--- config.mk ---
export PLATFORM = sky130hd
export DESIGN_NAME = proc_switch_seq
export DESIGN_NICKNAME = d
export VERILOG_FILES = /design/src/rtl/psw_pkg.sv /design/src/rtl/psw_stack_guard.sv /design/src/rtl/psw_irq_arbiter.sv /design/src/rtl/psw_ctx_file.sv /design/src/rtl/proc_switch_seq.sv
export SDC_FILE = /design/constraint.sdc
export NUM_CORES = 1
export LEC_CHECK = 0
export BUFFER_PORTS_ARGS = -buffer_cell sky130_fd_sc_hd__buf_4
export CELL_PAD_IN_SITES_DETAIL_PLACEMENT = 0
export CELL_PAD_IN_SITES_GLOBAL_PLACEMENT = 1
export CORE_MARGIN = 4
export CORE_UTILIZATION = 38
export CTS_CLUSTER_DIAMETER = 120
export DETAILED_ROUTE_END_ITERATION = 10
export PLACE_DENSITY_LB_ADDON = 0.15
export SETUP_SLACK_MARGIN = 0.4
export SKIP_LAST_GASP = 1
export SLEW_MARGIN = 20
export SYNTH_ARGS = -nofsm -noshare
export SYNTH_HDL_FRONTEND = slang
export SYNTH_SLANG_ARGS = --single-unit
--- constraint.sdc ---
create_clock -name clk -period 4.9 [get_ports clk]
set_input_delay 0.49 -clock clk [delete_from_list [all_inputs] [get_ports clk]]
set_output_delay 0.49 -clock clk [all_outputs]
set_load 0.05 [all_outputs]
--- src/rtl/psw_pkg.sv ---
package psw_pkg;

    localparam int NREG = 7;
    localparam int IXW  = 3;

    // Register slot numbers double as descriptor word offsets
    typedef enum logic [IXW-1:0] {
        RG_PC    = 3'd0,
        RG_CODE  = 3'd1,
        RG_GLOB  = 3'd2,
        RG_DFT   = 3'd3,
        RG_LOCAL = 3'd4,
        RG_FREE  = 3'd5,
        RG_LIMIT = 3'd6
    } reg_slot_e;

    typedef enum logic [1:0] {
        ST_IDLE = 2'd0,
        ST_VEC  = 2'd1,
        ST_SAVE = 2'd2,
        ST_LOAD = 2'd3
    } seq_state_e;

    function automatic logic is_last_slot(input logic [IXW-1:0] s);
        return s == IXW'(NREG - 1);
    endfunction

endpackage

--- src/rtl/psw_stack_guard.sv ---
module psw_stack_guard #(
    parameter int DW = 32
) (
    input  logic [DW-1:0] free_top,
    input  logic [DW-1:0] limit,
    output logic          overflow
);
    always_comb begin
        overflow = (free_top >= limit);
    end
endmodule

--- src/rtl/psw_irq_arbiter.sv ---
module psw_irq_arbiter #(
    parameter int NIRQ = 4,
    localparam int IW = (NIRQ > 1) ? $clog2(NIRQ) : 1
) (
    input  logic            clk,
    input  logic            rst,
    input  logic            enable,
    input  logic [NIRQ-1:0] req,
    output logic            any,
    output logic [IW-1:0]   win,
    output logic [NIRQ-1:0] grant
);
    always_comb begin
        any   = |req;
        win   = '0;
        grant = '0;
        for (int i = NIRQ - 1; i >= 0; i--) begin
            if (req[i]) begin
                win = IW'(i);
            end
        end
        if (enable && any) begin
            grant = NIRQ'(1) << win;
        end
    end

    // at most one line granted, and never one above a lower pending line
    assert_grant_onehot_R5: assert property (@(posedge clk) disable iff (rst)
        $onehot0(grant));
    assert_grant_lowest_R5: assert property (@(posedge clk) disable iff (rst)
        (grant != '0) |-> ((req & (grant - NIRQ'(1))) == '0));
endmodule

--- src/rtl/psw_ctx_file.sv ---
module psw_ctx_file
    import psw_pkg::*;
#(
    parameter int DW = 32
) (
    input  logic                     clk,
    input  logic                     rst,
    input  logic                     ld_en,
    input  logic [IXW-1:0]           ld_slot,
    input  logic [DW-1:0]            ld_data,
    input  logic                     free_wr_en,
    input  logic [DW-1:0]            free_wr_data,
    output logic [NREG-1:0][DW-1:0]  q
);
    for (genvar g = 0; g < NREG; g++) begin : g_slot
        localparam logic [DW-1:0] RST_VAL = (g == int'(RG_LIMIT)) ? '1 : '0;
        if (g == int'(RG_FREE)) begin : g_free
            always_ff @(posedge clk) begin
                if (rst) begin
                    q[g] <= RST_VAL;
                end else if (ld_en && ld_slot == IXW'(g)) begin
                    q[g] <= ld_data;
                end else if (free_wr_en) begin
                    q[g] <= free_wr_data;
                end
            end
        end else begin : g_plain
            always_ff @(posedge clk) begin
                if (rst) begin
                    q[g] <= RST_VAL;
                end else if (ld_en && ld_slot == IXW'(g)) begin
                    q[g] <= ld_data;
                end
            end
        end
    end

    // registers only change through a load or the free-top port
    assert_ctx_hold_R3: assert property (@(posedge clk) disable iff (rst)
        (!ld_en && !free_wr_en) |=> $stable(q));
endmodule

--- src/rtl/proc_switch_seq.sv ---
module proc_switch_seq
    import psw_pkg::*;
#(
    parameter int DW = 32,
    parameter int AW = 32,
    parameter int NIRQ = 4,
    parameter int OVF_IRQ = 0,
    parameter logic [AW-1:0] VEC_BASE = '0,
    parameter logic [AW-1:0] RESET_DESC = AW'(32'h100)
) (
    input  logic            clk,
    input  logic            rst,
    input  logic            sw_req_i,
    input  logic [AW-1:0]   sw_target_i,
    input  logic [NIRQ-1:0] irq_i,
    input  logic            sft_wr_en_i,
    input  logic [DW-1:0]   sft_wr_data_i,
    output logic            busy_o,
    output logic            done_o,
    output logic [NIRQ-1:0] irq_grant_o,
    output logic            mem_req_o,
    output logic            mem_we_o,
    output logic [AW-1:0]   mem_addr_o,
    output logic [DW-1:0]   mem_wdata_o,
    input  logic            mem_ack_i,
    input  logic [DW-1:0]   mem_rdata_i,
    output logic [DW-1:0]   pc_o,
    output logic [DW-1:0]   code_base_o,
    output logic [DW-1:0]   glob_base_o,
    output logic [DW-1:0]   dft_base_o,
    output logic [DW-1:0]   local_base_o,
    output logic [DW-1:0]   free_top_o,
    output logic [DW-1:0]   stack_limit_o,
    output logic [AW-1:0]   cur_desc_o
);
    localparam int IW = (NIRQ > 1) ? $clog2(NIRQ) : 1;

    seq_state_e               state;
    logic [IXW-1:0]           slot;
    logic [AW-1:0]            cur_desc;
    logic [AW-1:0]            target;
    logic [AW-1:0]            vec_addr;
    logic                     done_q;
    logic [NREG-1:0][DW-1:0]  ctx;
    logic                     ovf;
    logic [NIRQ-1:0]          pending;
    logic [NIRQ-1:0]          grant;
    logic                     any_irq;
    logic [IW-1:0]            win;
    logic                     idle;
    logic                     load_fire;
    logic [AW-1:0]            rd_word_addr;

    assign idle      = (state == ST_IDLE);
    assign load_fire = (state == ST_LOAD) && mem_ack_i;
    assign pending   = irq_i | (NIRQ'(ovf) << OVF_IRQ);

    psw_stack_guard #(.DW(DW)) guard_i (
        .free_top (ctx[RG_FREE]),
        .limit    (ctx[RG_LIMIT]),
        .overflow (ovf)
    );

    psw_irq_arbiter #(.NIRQ(NIRQ)) arb_i (
        .clk    (clk),
        .rst    (rst),
        .enable (idle),
        .req    (pending),
        .any    (any_irq),
        .win    (win),
        .grant  (grant)
    );

    psw_ctx_file #(.DW(DW)) ctx_i (
        .clk          (clk),
        .rst          (rst),
        .ld_en        (load_fire),
        .ld_slot      (slot),
        .ld_data      (mem_rdata_i),
        .free_wr_en   (sft_wr_en_i && idle),
        .free_wr_data (sft_wr_data_i),
        .q            (ctx)
    );

    assign rd_word_addr = mem_rdata_i[AW-1:0];

    always_ff @(posedge clk) begin
        if (rst) begin
            state    <= ST_IDLE;
            slot     <= '0;
            cur_desc <= RESET_DESC;
            target   <= '0;
            vec_addr <= '0;
            done_q   <= 1'b0;
        end else begin
            done_q <= 1'b0;
            case (state)
                ST_IDLE: begin
                    slot <= '0;
                    if (any_irq) begin
                        vec_addr <= VEC_BASE + AW'(win);
                        state    <= ST_VEC;
                    end else if (sw_req_i) begin
                        target <= sw_target_i;
                        state  <= ST_SAVE;
                    end
                end
                ST_VEC: begin
                    if (mem_ack_i) begin
                        target <= rd_word_addr;
                        state  <= ST_SAVE;
                    end
                end
                ST_SAVE: begin
                    if (mem_ack_i) begin
                        if (is_last_slot(slot)) begin
                            slot  <= '0;
                            state <= ST_LOAD;
                        end else begin
                            slot <= slot + IXW'(1);
                        end
                    end
                end
                ST_LOAD: begin
                    if (mem_ack_i) begin
                        if (is_last_slot(slot)) begin
                            slot     <= '0;
                            state    <= ST_IDLE;
                            cur_desc <= target;
                            done_q   <= 1'b1;
                        end else begin
                            slot <= slot + IXW'(1);
                        end
                    end
                end
                default: state <= ST_IDLE;
            endcase
        end
    end

    always_comb begin
        mem_req_o   = !idle;
        mem_we_o    = (state == ST_SAVE);
        mem_wdata_o = '0;
        mem_addr_o  = '0;
        case (state)
            ST_VEC:  mem_addr_o = vec_addr;
            ST_SAVE: begin
                mem_addr_o  = cur_desc + AW'(slot);
                mem_wdata_o = ctx[slot];
            end
            ST_LOAD: mem_addr_o = target + AW'(slot);
            default: mem_addr_o = '0;
        endcase
    end

    assign busy_o        = !idle;
    assign done_o        = done_q;
    assign irq_grant_o   = grant;
    assign cur_desc_o    = cur_desc;
    assign pc_o          = ctx[RG_PC];
    assign code_base_o   = ctx[RG_CODE];
    assign glob_base_o   = ctx[RG_GLOB];
    assign dft_base_o    = ctx[RG_DFT];
    assign local_base_o  = ctx[RG_LOCAL];
    assign free_top_o    = ctx[RG_FREE];
    assign stack_limit_o = ctx[RG_LIMIT];

    // an unacknowledged transfer is held unchanged
    assert_xfer_hold_R9: assert property (@(posedge clk) disable iff (rst)
        (mem_req_o && !mem_ack_i) |=> (mem_req_o && $stable(mem_addr_o)
                                       && $stable(mem_we_o) && $stable(mem_wdata_o)));
    // nothing is granted during a sequence
    assert_no_grant_busy_R6: assert property (@(posedge clk) disable iff (rst)
        busy_o |-> (irq_grant_o == '0));
    // done is a single pulse that ends a sequence
    assert_done_pulse_R3: assert property (@(posedge clk) disable iff (rst)
        done_o |=> !done_o);
    assert_done_after_busy_R3: assert property (@(posedge clk) disable iff (rst)
        done_o |-> ($past(busy_o) && !busy_o));
    // an idle overflow is always taken
    assert_overflow_taken_R7: assert property (@(posedge clk) disable iff (rst)
        (!busy_o && (free_top_o >= stack_limit_o)) |-> (irq_grant_o != '0));
    // free-top moves during a sequence only through a descriptor load
    assert_free_locked_R8: assert property (@(posedge clk) disable iff (rst)
        (busy_o && !(mem_ack_i && !mem_we_o)) |=> $stable(free_top_o));
endmodule

==> impl_metrics.py <==
metrics = {
    "timing": {
        "max_freq_mhz": 237,
        "hold_viol_final": 0,
        "fin_ws_ns": 0.679,
        "worst_slew_pin_slew_ns": 1.11,
        "fin_setup_tns_ns": 0,
        "fin_hold_ws_ns": 0.234,
        "setup_viol": 0,
        "slew-limit-headroom_pct": 26.2,
        "final_max_slew_viol_count": 0,
        "period_minus_slack_ns": 4.22,
        "grt_setup_unrepaired": "no",
        "clock_skew_ns": 0.0195,
        "period_share_pct": 86.1,
    },
    "routing": {
        "vias_per_cell": 5.55,
        "wire_per_inst_um": 23.2,
        "wl_um": 65200,
        "drc_errors": 0,
        "drtIter0Drc": 1244,
        "drtPass1Iterations": 6,
        "ant_nets": 0,
        "vias": 15600,
    },
    "synthesis": {
        "synth_edf_count": 0,
        "ys_warn_count": 0,
        "syn-cell-area_um2": 15200,
        "synthArstFlopShare_pct": 0,
        "ys_types": 58,
        "ys_seq_area_share_pct": 39.0,
        "ys_seq_elements": 296,
        "synth_cells": 1950,
        "synth_ff_type": "dfxtp_1",
        "avgSynthCellArea_um2": 7.80,
        "syn-num-nets": 2097,
    },
    "clocking": {
        "cts_tree": "yes",
        "cts-root-buf": "clkbuf_16",
        "clock-sinks": 296,
        "clk_path_buf_depth": 3,
        "clock_latency_ns": 0.54,
        "clkSlewWorstSetupHoldPaths_ns": 0.06,
        "cts_made_buffers": 37,
        "cts_hold_buf": 0,
        "h-tree-depth": 2,
    },
    "placement": {
        "post-dp-hpwl_um": 44600,
        "place.gp.congestion": 0.917,
        "dpl-instance-area_um2": 18800,
        "numPortBuffers": 432,
        "place_ws_ns": 0.769,
    },
    "die": {
        "rows": 73,
        "fp.dieW_um": 208,
        "dieHeight_um": 208,
        "ioPinCount": 433,
        "dieArea_um2": 43300,
        "core_area_um2": 39600,
        "start_util_pct": 38.4,
    },
    "global_route": {
        "grt_use_total_pct": 28.7,
        "grt_overflow": 0,
        "grt_max_degree": 133,
        "antenna_found_initial": 4,
        "grt_pass1_wl_um": 97400,
        "grt_pass1_vias": 15200,
    },
    "setup_path": {
        "required_ns": 4.41,
        "crit_fanout": 15,
        "start_kind": "flip-flop",
        "critPathCaptureType": "output port",
        "arrival_ns": 3.73,
        "critPathKind": "reg2out",
    },
    "final_layout": {
        "area_growth_pct": 31.9,
        "final_area_um2": 20100,
        "layout_common_cells": "nand2_1, buf_4, dfxtp_1, a21oi_1, nor2_1",
        "fin_nets": 2409,
        "layout-drive-gt1-share_pct": 27.8,
    },
    "power": {
        "vdd_drop_max_mv": 0.197,
        "leakagePower_nw": 8.05,
        "p_per_area_nw_per_um2": 355,
        "power_mw": 7.13,
    },
    "min_path": {
        "hold_path_class": "in2reg",
    },
    "status": {
        "status": "finished, final reports clean",
    },
    "run": {
        "cap_violations": 0,
    },
}
[flip-flops by register name (all words and copies together) (netlist names)]
| name | flops |
|---|---|
| cur_desc_o | 32 |
| slot | 3 |
| done_o | 1 |
| target | 32 |
| state | 2 |
| vec_addr | 2 |
| ctx_i.q | 224 |
[power by group]
part / internal, mW / total (mW) / switching [mW]
Clock: 1.73 / 2.83 / 1.10
Combinational: 0.516 / 1.60 / 1.09
Sequential: 2.53 / 2.70 / 0.169
[cell usage after synthesis, types with 18 or more instances]
cell | number | area, um2
o22ai_1 | 32 | 200
a311oi_1 | 35 | 307
inv_1 | 72 | 270
nor3b_1 | 34 | 255
nor2_1 | 176 | 661
ha_1 | 41 | 513
clkbuf_1 | 134 | 503
mux4_2 | 32 | 721
a21oi_1 | 274 | 1370
a211o_1 | 32 | 280
nand3_1 | 54 | 270
mux2_2 | 38 | 428
nand2_1 | 456 | 1710
xnor2_1 | 18 | 158
dfxtp_1 | 296 | 5930
clkbuf_2 | 28 | 140
a221oi_1 | 33 | 289
mux2i_1 | 24 | 240
[routing by layer]
layer / part of all wire, % / GRT usage (%)
met1: 43 / 38.3
met2: 46 / 46.2
met3: 8.0 / 6.62
met4: 3.0 / 9.17
met5: 0.052 / 0
[worst max-delay path: stages (launching register included)]
cell and delay (ns):
dfxtp_1 0.42, ha_4 0.31, mux2_2 0.20, ha_1 0.16
inv_1 0.06, fa_1 0.37, nor2b_1 0.17, o21ai_1 0.15
nor2_2 0.24, and3_1 0.21, and2_1 0.15, a21oi_1 0.10
a2111oi_4 0.39, buf_4 0.26
[path summary, 6_finish.rpt]
check                            start                        end  slack [ns]  depth (start not counted)
max              state[1]$_SDFFE_PP0P_             mem_addr_o[16]        0.68                         13
min                   sft_wr_data_i[0]  ctx_i.q[160]$_SDFFE_PP0P_        0.23                          3
max reg2reg  ctx_i.q[223]$_SDFFE_PP1P_     target[6]$_SDFFE_PP0P_        1.23                         10
min reg2reg  ctx_i.q[151]$_SDFFE_PP0P_  ctx_i.q[151]$_SDFFE_PP0P_        0.47                          2
[per-stage QoR]
stage	utilization, %	instances
floorplan	-	1950
global placement	47.3	2746
detailed placement	47.3	2746
CTS	50.6	2812
global route	50.6	2814
finish	50.6	2814
[layout make-up]
cell class	count	area (um2)
Clock inverter	9	98.8
Inverter	73	274
Fill cell	3866	19600
Multi-Input combinational cell	1396	8460
Sequential cell	296	5930
Clock buffer	56	1160
Tap cell	525	657
Timing Repair Buffer	458	3470
Antenna cell	1	2.50
[cell families (layout without fill, tap and decap cells)]
logic type	count (synthesis)	in the layout	synth area share (%)
xor+xnor	28	28	1.61
fa+ha+maj	42	42	3.51
simple gates	782	782	21.8
mux	94	94	9.13
flops	296	296	39.0
other cells	0	1	0
compound gates	450	450	18.2
buf+inv	258	596	6.75
[repair_timing]
item / in CTS / in global routing
buffers inserted: 1 / 1
endpoints found under the setup margin: 8 / 7
gates resized for setup: 1 / 5
pin swaps: 1 / 0
Note: power is estimated with default switching activity, not from simulation.
